==> config.mk <==
export PLATFORM = sky130hd
export DESIGN_NAME = pdsd_controller
export DESIGN_NICKNAME = d
export VERILOG_FILES = /design/src/rtl/pdsd_pkg.sv /design/src/rtl/pdsd_timebase.sv /design/src/rtl/pdsd_phase_gen.sv /design/src/rtl/pdsd_decimator.sv /design/src/rtl/pdsd_controller.sv
export SDC_FILE = /design/constraint.sdc
export NUM_CORES = 1
export LEC_CHECK = 0
export BUFFER_PORTS_ARGS = -buffer_cell sky130_fd_sc_hd__buf_2
export CORE_UTILIZATION = 64
export DETAILED_ROUTE_END_ITERATION = 16
export GPL_ROUTABILITY_DRIVEN = 0
export GPL_TIMING_DRIVEN = 0
export MAX_ROUTING_LAYER = met4
export PLACE_DENSITY_LB_ADDON = 0.2
export SETUP_SLACK_MARGIN = 0.02
export SYNTH_ARGS = -nofsm -noshare
export SYNTH_HDL_FRONTEND = slang
export SYNTH_SLANG_ARGS = --single-unit
==> constraint.sdc <==
create_clock -name clk -period 7.1 [get_ports clk]
set_input_delay 1.065 -clock clk [delete_from_list [all_inputs] [get_ports clk]]
set_output_delay 1.065 -clock clk [all_outputs]
set_load 0.005 [all_outputs]
==> src/rtl/pdsd_pkg.sv <==
// Shared definitions for the phase-domain sigma-delta controller.
// Assumes: reference indices are 0 (early) and 1 (late).
package pdsd_pkg;
    typedef enum logic {REF_EARLY = 1'b0, REF_LATE = 1'b1} ref_sel_e;

    // Drive count at which a reference of the given index goes high.
    function automatic int ref_start(input int nom, input int off, input int idx);
        return (idx == 0) ? (nom - off) : (nom + off);
    endfunction
endpackage

==> src/rtl/pdsd_timebase.sv <==
// Counter chain: drive period, sample period, chop half period, window.
// Assumes: all counts >= 1; every boundary is a drive-period boundary.
module pdsd_timebase #(
    parameter int DRIVE_PERIOD     = 188,
    parameter int DRIVES_PER_SAMPLE = 32,
    parameter int CHOP_HALF        = 64,
    parameter int WINDOW_CHOPS     = 64
) (
    input  logic                            clk,
    input  logic                            rst_n,
    output logic [$clog2(DRIVE_PERIOD)-1:0] drv_cnt,
    output logic                            drv_wrap,
    output logic                            sample_tick,
    output logic                            chop_q,
    output logic                            win_end
);
    localparam int DRV_W  = $clog2(DRIVE_PERIOD);
    localparam int SMP_W  = $clog2(DRIVES_PER_SAMPLE + 1);
    localparam int HALF_W = $clog2(CHOP_HALF + 1);
    localparam int HALVES = 2 * WINDOW_CHOPS;
    localparam int WIN_W  = $clog2(HALVES + 1);

    logic [SMP_W-1:0]  smp_cnt;
    logic [HALF_W-1:0] half_cnt;
    logic [WIN_W-1:0]  win_cnt;
    logic              half_end;

    assign drv_wrap    = (drv_cnt == DRV_W'(DRIVE_PERIOD - 1));
    assign sample_tick = drv_wrap && (smp_cnt == SMP_W'(DRIVES_PER_SAMPLE - 1));
    assign half_end    = sample_tick && (half_cnt == HALF_W'(CHOP_HALF - 1));
    assign win_end     = half_end && (win_cnt == WIN_W'(HALVES - 1));

    // Drive-period counter, free running.
    always_ff @(posedge clk) begin
        if (!rst_n)        drv_cnt <= '0;
        else if (drv_wrap) drv_cnt <= '0;
        else               drv_cnt <= drv_cnt + 1'b1;
    end

    // Drive periods within a sample period.
    always_ff @(posedge clk) begin
        if (!rst_n)           smp_cnt <= '0;
        else if (sample_tick) smp_cnt <= '0;
        else if (drv_wrap)    smp_cnt <= smp_cnt + 1'b1;
    end

    // Samples within a chop half period, and the chop state itself.
    always_ff @(posedge clk) begin
        if (!rst_n) begin
            half_cnt <= '0;
            chop_q   <= 1'b0;
        end else if (half_end) begin
            half_cnt <= '0;
            chop_q   <= ~chop_q;
        end else if (sample_tick) begin
            half_cnt <= half_cnt + 1'b1;
        end
    end

    // Chop half periods within one decimation window.
    always_ff @(posedge clk) begin
        if (!rst_n)        win_cnt <= '0;
        else if (win_end)  win_cnt <= '0;
        else if (half_end) win_cnt <= win_cnt + 1'b1;
    end


    chop_at_sample_edge_chk: assert property (@(posedge clk) disable iff (!rst_n)
        !$stable(chop_q) |-> $past(sample_tick));
endmodule

==> src/rtl/pdsd_phase_gen.sv <==
// Drive square wave, two phase-shifted references and the demodulator
// selector. The selector loads the comparator bit only on the strobe,
// which always falls on a drive-period boundary.
// Assumes: PHASE_NOM >= PHASE_OFF and PHASE_NOM + PHASE_OFF < DRIVE_PERIOD.
module pdsd_phase_gen
    import pdsd_pkg::*;
#(
    parameter int DRIVE_PERIOD = 188,
    parameter int PHASE_NOM    = 47,
    parameter int PHASE_OFF    = 47
) (
    input  logic                            clk,
    input  logic                            rst_n,
    input  logic [$clog2(DRIVE_PERIOD)-1:0] drv_cnt,
    input  logic                            drv_wrap,
    input  logic                            sample_tick,
    input  logic                            comp_in,
    output logic                            drive_sq,
    output logic [1:0]                      refs,
    output logic                            demod
);
    localparam int DRV_W = $clog2(DRIVE_PERIOD);
    localparam int HALF  = DRIVE_PERIOD / 2;

    ref_sel_e sel_q;

    assign drive_sq = (drv_cnt < DRV_W'(HALF));

    // One reference per index; each is the drive wave delayed by its start count.
    for (genvar g = 0; g < 2; g++) begin : g_ref
        localparam int START = ref_start(PHASE_NOM, PHASE_OFF, g);
        logic [DRV_W:0] idx_raw;
        logic [DRV_W:0] idx;
        always_comb begin
            idx_raw = {1'b0, drv_cnt} + (DRV_W+1)'(DRIVE_PERIOD - START);
            idx     = (idx_raw >= (DRV_W+1)'(DRIVE_PERIOD))
                      ? idx_raw - (DRV_W+1)'(DRIVE_PERIOD) : idx_raw;
            refs[g] = (idx < (DRV_W+1)'(HALF));
        end
    end

    // Selector register: loads the comparator bit at each sample strobe.
    always_ff @(posedge clk) begin
        if (!rst_n)           sel_q <= REF_EARLY;
        else if (sample_tick) sel_q <= comp_in ? REF_LATE : REF_EARLY;
    end

    assign demod = (sel_q == REF_LATE) ? refs[1] : refs[0];


    sel_at_drive_edge_chk: assert property (@(posedge clk) disable iff (!rst_n)
        !$stable(sel_q) |-> $past(drv_wrap));
endmodule

==> src/rtl/pdsd_decimator.sv <==
// First-order sinc decimator: counts chop-corrected bits over a window
// and publishes the total with a one-cycle valid pulse.
// Assumes: CNT_W can hold WIN_LEN; win_end only coincides with sample_tick.
module pdsd_decimator #(
    parameter int CNT_W   = 14,
    parameter int WIN_LEN = 8192
) (
    input  logic             clk,
    input  logic             rst_n,
    input  logic             sample_tick,
    input  logic             win_end,
    input  logic             chop_q,
    input  logic             comp_in,
    output logic [CNT_W-1:0] dec_word,
    output logic             dec_valid
);
    logic [CNT_W-1:0] acc_q;
    logic [CNT_W-1:0] acc_next;
    logic             bit_corr;

    assign bit_corr = comp_in ^ chop_q;
    assign acc_next = acc_q + CNT_W'(bit_corr);

    // Accumulate per sample; publish and clear at the window end.
    always_ff @(posedge clk) begin
        if (!rst_n) begin
            acc_q     <= '0;
            dec_word  <= '0;
            dec_valid <= 1'b0;
        end else begin
            dec_valid <= 1'b0;
            if (sample_tick) begin
                if (win_end) begin
                    dec_word  <= acc_next;
                    dec_valid <= 1'b1;
                    acc_q     <= '0;
                end else begin
                    acc_q <= acc_next;
                end
            end
        end
    end


    valid_single_chk: assert property (@(posedge clk) disable iff (!rst_n)
        dec_valid |=> !dec_valid);


    acc_bound_chk: assert property (@(posedge clk) disable iff (!rst_n)
        acc_q <= CNT_W'(WIN_LEN));
endmodule

==> src/rtl/pdsd_controller.sv <==
// Top of the phase-domain sigma-delta controller: timebase, phase
// generator and decimator. The heater drive is inverted while chop is high.
// Assumes: the comparator input is already synchronous to clk.
module pdsd_controller #(
    parameter int DRIVE_PERIOD      = 188,
    parameter int DRIVES_PER_SAMPLE = 32,
    parameter int PHASE_NOM         = 47,
    parameter int PHASE_OFF         = 47,
    parameter int CHOP_HALF         = 64,
    parameter int WINDOW_CHOPS      = 64,
    parameter int CNT_W             = 14
) (
    input  logic             clk,
    input  logic             rst_n,
    input  logic             comp_in,
    output logic             heater_drv,
    output logic             ref_early,
    output logic             ref_late,
    output logic             demod_ref,
    output logic             chop,
    output logic             sample_strb,
    output logic [CNT_W-1:0] dec_word,
    output logic             dec_valid
);
    localparam int DRV_W   = $clog2(DRIVE_PERIOD);
    localparam int WIN_LEN = 2 * CHOP_HALF * WINDOW_CHOPS;

    logic [DRV_W-1:0] drv_cnt;
    logic             drv_wrap;
    logic             sample_tick;
    logic             chop_q;
    logic             win_end;
    logic             drive_sq;
    logic [1:0]       refs;

    pdsd_timebase #(
        .DRIVE_PERIOD(DRIVE_PERIOD), .DRIVES_PER_SAMPLE(DRIVES_PER_SAMPLE),
        .CHOP_HALF(CHOP_HALF), .WINDOW_CHOPS(WINDOW_CHOPS)
    ) u_tb (
        .clk(clk), .rst_n(rst_n), .drv_cnt(drv_cnt), .drv_wrap(drv_wrap),
        .sample_tick(sample_tick), .chop_q(chop_q), .win_end(win_end)
    );

    pdsd_phase_gen #(
        .DRIVE_PERIOD(DRIVE_PERIOD), .PHASE_NOM(PHASE_NOM), .PHASE_OFF(PHASE_OFF)
    ) u_ph (
        .clk(clk), .rst_n(rst_n), .drv_cnt(drv_cnt), .drv_wrap(drv_wrap),
        .sample_tick(sample_tick), .comp_in(comp_in), .drive_sq(drive_sq),
        .refs(refs), .demod(demod_ref)
    );

    pdsd_decimator #(.CNT_W(CNT_W), .WIN_LEN(WIN_LEN)) u_dec (
        .clk(clk), .rst_n(rst_n), .sample_tick(sample_tick), .win_end(win_end),
        .chop_q(chop_q), .comp_in(comp_in), .dec_word(dec_word), .dec_valid(dec_valid)
    );

    assign heater_drv  = drive_sq ^ chop_q;
    assign ref_early   = refs[0];
    assign ref_late    = refs[1];
    assign chop        = chop_q;
    assign sample_strb = sample_tick;


    reset_quiet_chk: assert property (@(posedge clk)
        !rst_n |=> (!dec_valid && !chop));
endmodule

# Word-level counts from Yosys, hierarchy flattened
# Index checks and enable logic that the tools add are counted.
[totals]
wordCells = 46
reg_bits = 60
input_bits = 3
out_inout_bits = 21
[classes]
addsub = 9
bitwise_logic = 4
reduce_logical = 9
n_eq_ne = 4
mux = 6
magnitude_cmp = 5
[ops]
columns = ["operator", "count"]
rows = [
  ["9-bit by 8-bit >= comparator with 1-bit output (second input constant)", 2],
  ["9-bit by 7-bit < comparator with 1-bit output (second input constant)", 2],
  ["9-bit two-way mux", 2],
  ["9-bit by 8-bit subtractor with 9-bit output (second input constant)", 2],
  ["8-bit by 1-bit adder with 8-bit output (second input constant)", 2],
  ["14-bit by 1-bit adder with 14-bit output", 1],
  ["14-bit two-way mux", 1],
  ["8-bit by 7-bit adder with 9-bit output (second input constant)", 1],
  ["8-bit by 8-bit adder with 9-bit output (second input constant)", 1],
  ["8-bit by 7-bit equality test with 1-bit output (second input constant)", 1],
  ["8-bit equality test (second input constant)", 1],
  ["8-bit by 7-bit < comparator with 1-bit output (second input constant)", 1],
  ["2-bit OR reduction", 4],
  ["7-bit by 1-bit adder with 7-bit output (second input constant)", 1],
  ["7-bit by 6-bit equality test with 1-bit output (second input constant)", 1],
  ["6-bit by 1-bit adder with 6-bit output (second input constant)", 1],
  ["6-bit by 5-bit equality test with 1-bit output (second input constant)", 1],
  ["2-bit AND reduction", 2],
  ["1-bit logical AND", 3],
  ["1-bit two-way mux", 3],
  ["1-bit NOT", 2],
  ["1-bit bitwise XOR", 2],
]

# Depth between registers and ports, before layout
[logic_depth]
depth_word = 5
ltp_mapped = 12
depth_no_buf = 10

# By module
# From an unflattened synthesis, not the netlist that was laid out.
[hier_totals]
hier_cells = 441
area_unflattened_um2 = 3657.3
[modules_own_cells]
columns = ["mod", "area_per_inst_um2", "seq_area_each_um2", "instances", "cells_each"]
rows = [
  ["pdsd_timebase", 1436.4, 600.6, 1, 165],
  ["pdsd_decimator", 1425.1, 580.6, 1, 165],
  ["pdsd_phase_gen", 787.0, 20.0, 1, 110],
  ["pdsd_controller", 8.8, 0.0, 1, 1],
]

# Worst setup path before layout
# No wires, ideal clock.
[synth_path]
path_kind = "flip-flop to output port"
startpoint = "register u_tb.drv_cnt[2]"
endpoint = "output demod_ref"
arrival_ns = 2.434
path_buffers = 2
required_ns = 6.035
path_stages_with_launch = 12
slack_ns = 3.601
cell_sequence = "dfxtp_1 -> clkbuf_1 -> inv_1 -> ha_1 -> clkbuf_1 -> a21boi_0 -> a21oi_1 -> xor2_1 -> a21boi_0 -> a21boi_0 -> o211a_1 -> o2bb2ai_1"
[synth_between]
elab_chain_len = 5
elab_cells_between_ends = 11
classes_between = "add/sub: 4; order compare: 4; mux: 3"
[synth_rtl]
columns = ["item", "line", "text"]
rows = [
  ["from (decl)", "pdsd_timebase.sv:11", "output logic [$clog2(DRIVE_PERIOD)-1:0] drv_cnt,"],
  ["from (signal assigned)", "pdsd_timebase.sv:37", "else drv_cnt <= drv_cnt + 1'b1;"],
  ["8-bit by 8-bit adder with 9-bit output / 8-bit by 7-bit adder with 9-bit output (equally long branches)", "pdsd_phase_gen.sv:35", "idx_raw = {1'b0, drv_cnt} + (DRV_W+1)'(DRIVE_PERIOD - START);"],
  ["9-bit by 8-bit subtractor with 9-bit output / 9-bit by 8-bit >= comparator with 1-bit output (equally long branches)", "pdsd_phase_gen.sv:37, pdsd_phase_gen.sv:36", ""],
  ["9-bit two-way mux", "pdsd_phase_gen.sv:37", "? idx_raw - (DRV_W+1)'(DRIVE_PERIOD) : idx_raw;"],
  ["9-bit by 7-bit < comparator with 1-bit output", "pdsd_phase_gen.sv:38", "refs[g] = (idx < (DRV_W+1)'(HALF));"],
  ["1-bit two-way mux *", "pdsd_phase_gen.sv:48", "assign demod = (sel_q == REF_LATE) ? refs[1] : refs[0];"],
  ["to (decl)", "pdsd_controller.sv:19", "output logic demod_ref,"],
]
# Mark *: on every way between the ends. The rest lies on a longest branch, timed or not.

# Worst setup path in the final report
# Same ends and word-level chain as after synthesis.

==> impl_metrics.env <==
export IMPL_power_density_nw_per_um2=196
export IMPL_hold_depth=2
export IMPL_die_w_um=72.4
export IMPL_grtUsageTotal=0.302
export IMPL_synth_cell_types=52
export IMPL_drv_cap=0
export IMPL_rsz0062_at_grt="false"
export IMPL_hold_viol_final=0
export IMPL_clock_fmax_mhz=226
export IMPL_syn_inst=383
export IMPL_setup_violations=0
export IMPL_place_area_um2=3370
export IMPL_r2r_start="u_tb.drv_cnt[2]"
export IMPL_cp_start_kind="register"
export IMPL_dp_hpwl_um=4810
export IMPL_fin_nets=434
export IMPL_layout_commonest_cell="dfxtp_1"
export IMPL_ctsResizeCount=0
export IMPL_die_area_um2=5240
export IMPL_start_util=0.667
export IMPL_first_iter_violations=153
export IMPL_synth_flop_cell="dfxtp_1"
export IMPL_hp_start="u_tb.half_cnt[6]"
export IMPL_p_leak_nw=1.44
export IMPL_finalSetupTns_ns=0
export IMPL_clock_skew_final_ns=0.0121
export IMPL_portBuffers=23
export IMPL_rows=25
export IMPL_maxSlewViolCount=0
export IMPL_ir_worst_vdd_uv=172
export IMPL_clock_latency_ns=0.35
export IMPL_post_cts_setup_buffers=0
export IMPL_timing_rr_end="u_dec.acc_q[10]"
export IMPL_grt_pass1_vias=2607
export IMPL_async_flop_share=0
export IMPL_die_height_um=72.4
export IMPL_first_pass_iters=4
export IMPL_critical_path_class="reg2out"
export IMPL_arrival_ns=3.36
export IMPL_cp_required_ns=6.03
export IMPL_r2r_slack_ns=3.77
export IMPL_diodes=0
export IMPL_final_cell_mix="dfxtp_1, nor2_1, nand2_1"
export IMPL_avgViaCountPerCell=5.81
export IMPL_cts_buffer_depth=2
export IMPL_min_period_ns=4.43
export IMPL_slowest_delay_ns=0.36
export IMPL_place_ws_ns=3.09
export IMPL_drc=0
export IMPL_wl_per_cell_um=14.0
export IMPL_synth_net_count=400
export IMPL_htreeDepth=3
export IMPL_holdPathEnd="u_tb.half_cnt[6]"
export IMPL_fill_cells=379
export IMPL_fin_crit_sh=0.623
export IMPL_crit_fanout=8
export IMPL_cpMostUsedCell="a21boi_0"
export IMPL_ioPinCount=24
export IMPL_outcome="finished clean"
export IMPL_area_growth_pct=12.3
export IMPL_synth_seq_cells=60
export IMPL_drive_gt1_frac=0.128
export IMPL_worst_slew_pin_slew_ns=0.621
export IMPL_critPathCaptureType="output pin"
export IMPL_hold_buffers=0
export IMPL_fp_coreArea_um2=4750
export IMPL_relSlewSlack=0.581
export IMPL_cp_cell_sequence="clkbuf_1 -> inv_1 -> ha_1 -> clkbuf_1 -> a21boi_0 -> a21oi_1 -> xor2_1 -> a21boi_0 -> a21boi_0 -> o211a_1 -> o2bb2ai_1 -> buf_2"
export IMPL_cts_root_buffer="clkbuf_8"
export IMPL_design_area_um2=3560
export IMPL_final_setup_worst_slack_ns=2.67
export IMPL_cts_made_buffers=9
export IMPL_synth_edf_count=0
export IMPL_seq_area_um2=1200
export IMPL_drt_antenna_violating_nets=0
export IMPL_antenna_found_initial=0
export IMPL_critPathSlowestCell="dfxtp_1"
export IMPL_numClockSinks=60
export IMPL_syn_avg_cell_area_um2=8.28
export IMPL_grt_pass1_wl_um=11800
export IMPL_ys_warn_count=0
export IMPL_multi_input_area_um2=1840
export IMPL_clk_pin_slew_worst_paths_ns=0.06
export IMPL_min_path_type="reg2reg"
export IMPL_drt_wl_total_um=6860
export IMPL_rr_worst_depth=11
export IMPL_grt_max_degree=12
export IMPL_gr_total_overflow=0
export IMPL_synth_area_um2=3170
export IMPL_seq_area_frac_synth=0.379
export IMPL_cts_tree="built"
export IMPL_vias=2839
## area by class of cell
| class | instances | share of cell area |
|---|---|---|
| well taps | 67 | 0.0235 |
| clock inverters | 6 | 0.0179 |
| clock buffers | 10 | 0.0358 |
| plain buffers | 14 | 0.0235 |
| repair buffers | 23 | 0.0323 |
| multi-input cells | 296 | 0.516 |
| flip-flops and latches | 60 | 0.337 |
| inverters | 13 | 0.0137 |
## layer usage
metal / part of all wire / global-route usage / up-vias / wire length [um]
met4: 0.015 / 0.113 / 0 / 106
met3: 0.038 / 0.0736 / 12 / 261
met2: 0.47 / 0.471 / 44 / 3240
met5: 0 / - / - / 0
met1: 0.47 / 0.379 / 1375 / 3250
li1: - / - / 1408 / -
## worst max-delay path by stage
stage / slack (ns) / cells after the start / startpoint / to
after floorplan: 3.60 / 11 / u_tb.drv_cnt[2] / demod_ref
after global placement: 3.17 / 12 / u_tb.drv_cnt[2] / demod_ref
after detailed placement: 3.09 / 12 / u_tb.drv_cnt[2] / demod_ref
after CTS: 2.71 / 12 / u_tb.drv_cnt[2] / demod_ref
after global routing: 2.37 / 12 / u_tb.drv_cnt[2] / demod_ref
final: 2.67 / 12 / u_tb.drv_cnt[2] / demod_ref
## cells by family (layout without fill, tap and decap cells)
kind of cell / count (synthesis) / count (layout) / share of synthesized area
xor gates and xnor gates: 37 / 37 / 0.102
muxes: 3 / 3 / 0.00947
adders and majority gates: 14 / 14 / 0.0552
AOI/OAI and AO/OA: 73 / 73 / 0.155
buffers and inverters: 27 / 66 / 0.0418
DFF: 60 / 60 / 0.379
and+or+nand+nor: 169 / 169 / 0.258
## flip-flops by register name, summed over array words and instances (netlist names)
name / count
u_dec.acc_q: 14
u_tb.smp_cnt: 6
u_tb.drv_cnt: 8
u_ph.sel_q: 1
u_dec.dec_word: 14
u_dec.dec_valid: 1
u_tb.win_cnt: 8
u_tb.half_cnt: 7
u_tb.chop_q: 1
## report_power, final
group / leakage (nW) / switching [mW] / internal [mW]
combinational: 0.867 / 0.0334 / 0.0231
sequential: 0.484 / 0.00212 / 0.338
clock: 0.0927 / 0.140 / 0.162
total: 1.44 / 0.175 / 0.523
## synthesized netlist by cell type (3+ instances only)
| cell type | instances | area, um2 |
|---|---|---|
| a211oi_1 | 6 | 45.0 |
| a21boi_0 | 3 | 22.5 |
| a21o_1 | 9 | 67.6 |
| a21oi_1 | 19 | 95.1 |
| a22o_1 | 4 | 35.0 |
| a311oi_1 | 4 | 35.0 |
| and2_1 | 4 | 25.0 |
| and3_1 | 3 | 18.8 |
| buf_6 | 3 | 33.8 |
| clkbuf_1 | 8 | 30.0 |
| dfxtp_1 | 60 | 1200 |
| ha_1 | 14 | 175 |
| inv_1 | 12 | 45.0 |
| mux2i_1 | 3 | 30.0 |
| nand2_1 | 44 | 165 |
| nand3_1 | 16 | 80.1 |
| nand4_1 | 7 | 43.8 |
| nor2_1 | 59 | 221 |
| nor3_1 | 13 | 65.1 |
| o211ai_1 | 4 | 30.0 |
| o21ai_0 | 11 | 55.1 |
| or2_2 | 4 | 25.0 |
| or3_1 | 3 | 18.8 |
| or4_1 | 3 | 22.5 |
| xnor2_1 | 21 | 184 |
| xor2_1 | 16 | 140 |
## through the flow
stage	utilization	cells	hold slack, ns	power (mW)
3_3_place_gp	0.709	473	0.424	0.401
4_1_cts	0.749	489	0.450	0.703
5_1_grt	0.749	489	0.466	0.726
2_1_floorplan	-	383	0.416	0.388
6_report	0.749	489	0.446	0.698
3_5_place_dp	0.709	473	0.434	0.403
## worst max-delay path, delay by kind of cell (launching register included)
kind            cells  cell delay [ns]
buf+inv             4             0.83
compound gates      6             1.27
flops               1             0.36
fa+ha+maj           1             0.24
xor+xnor            1             0.33
(Power assumes the default switching activity.)
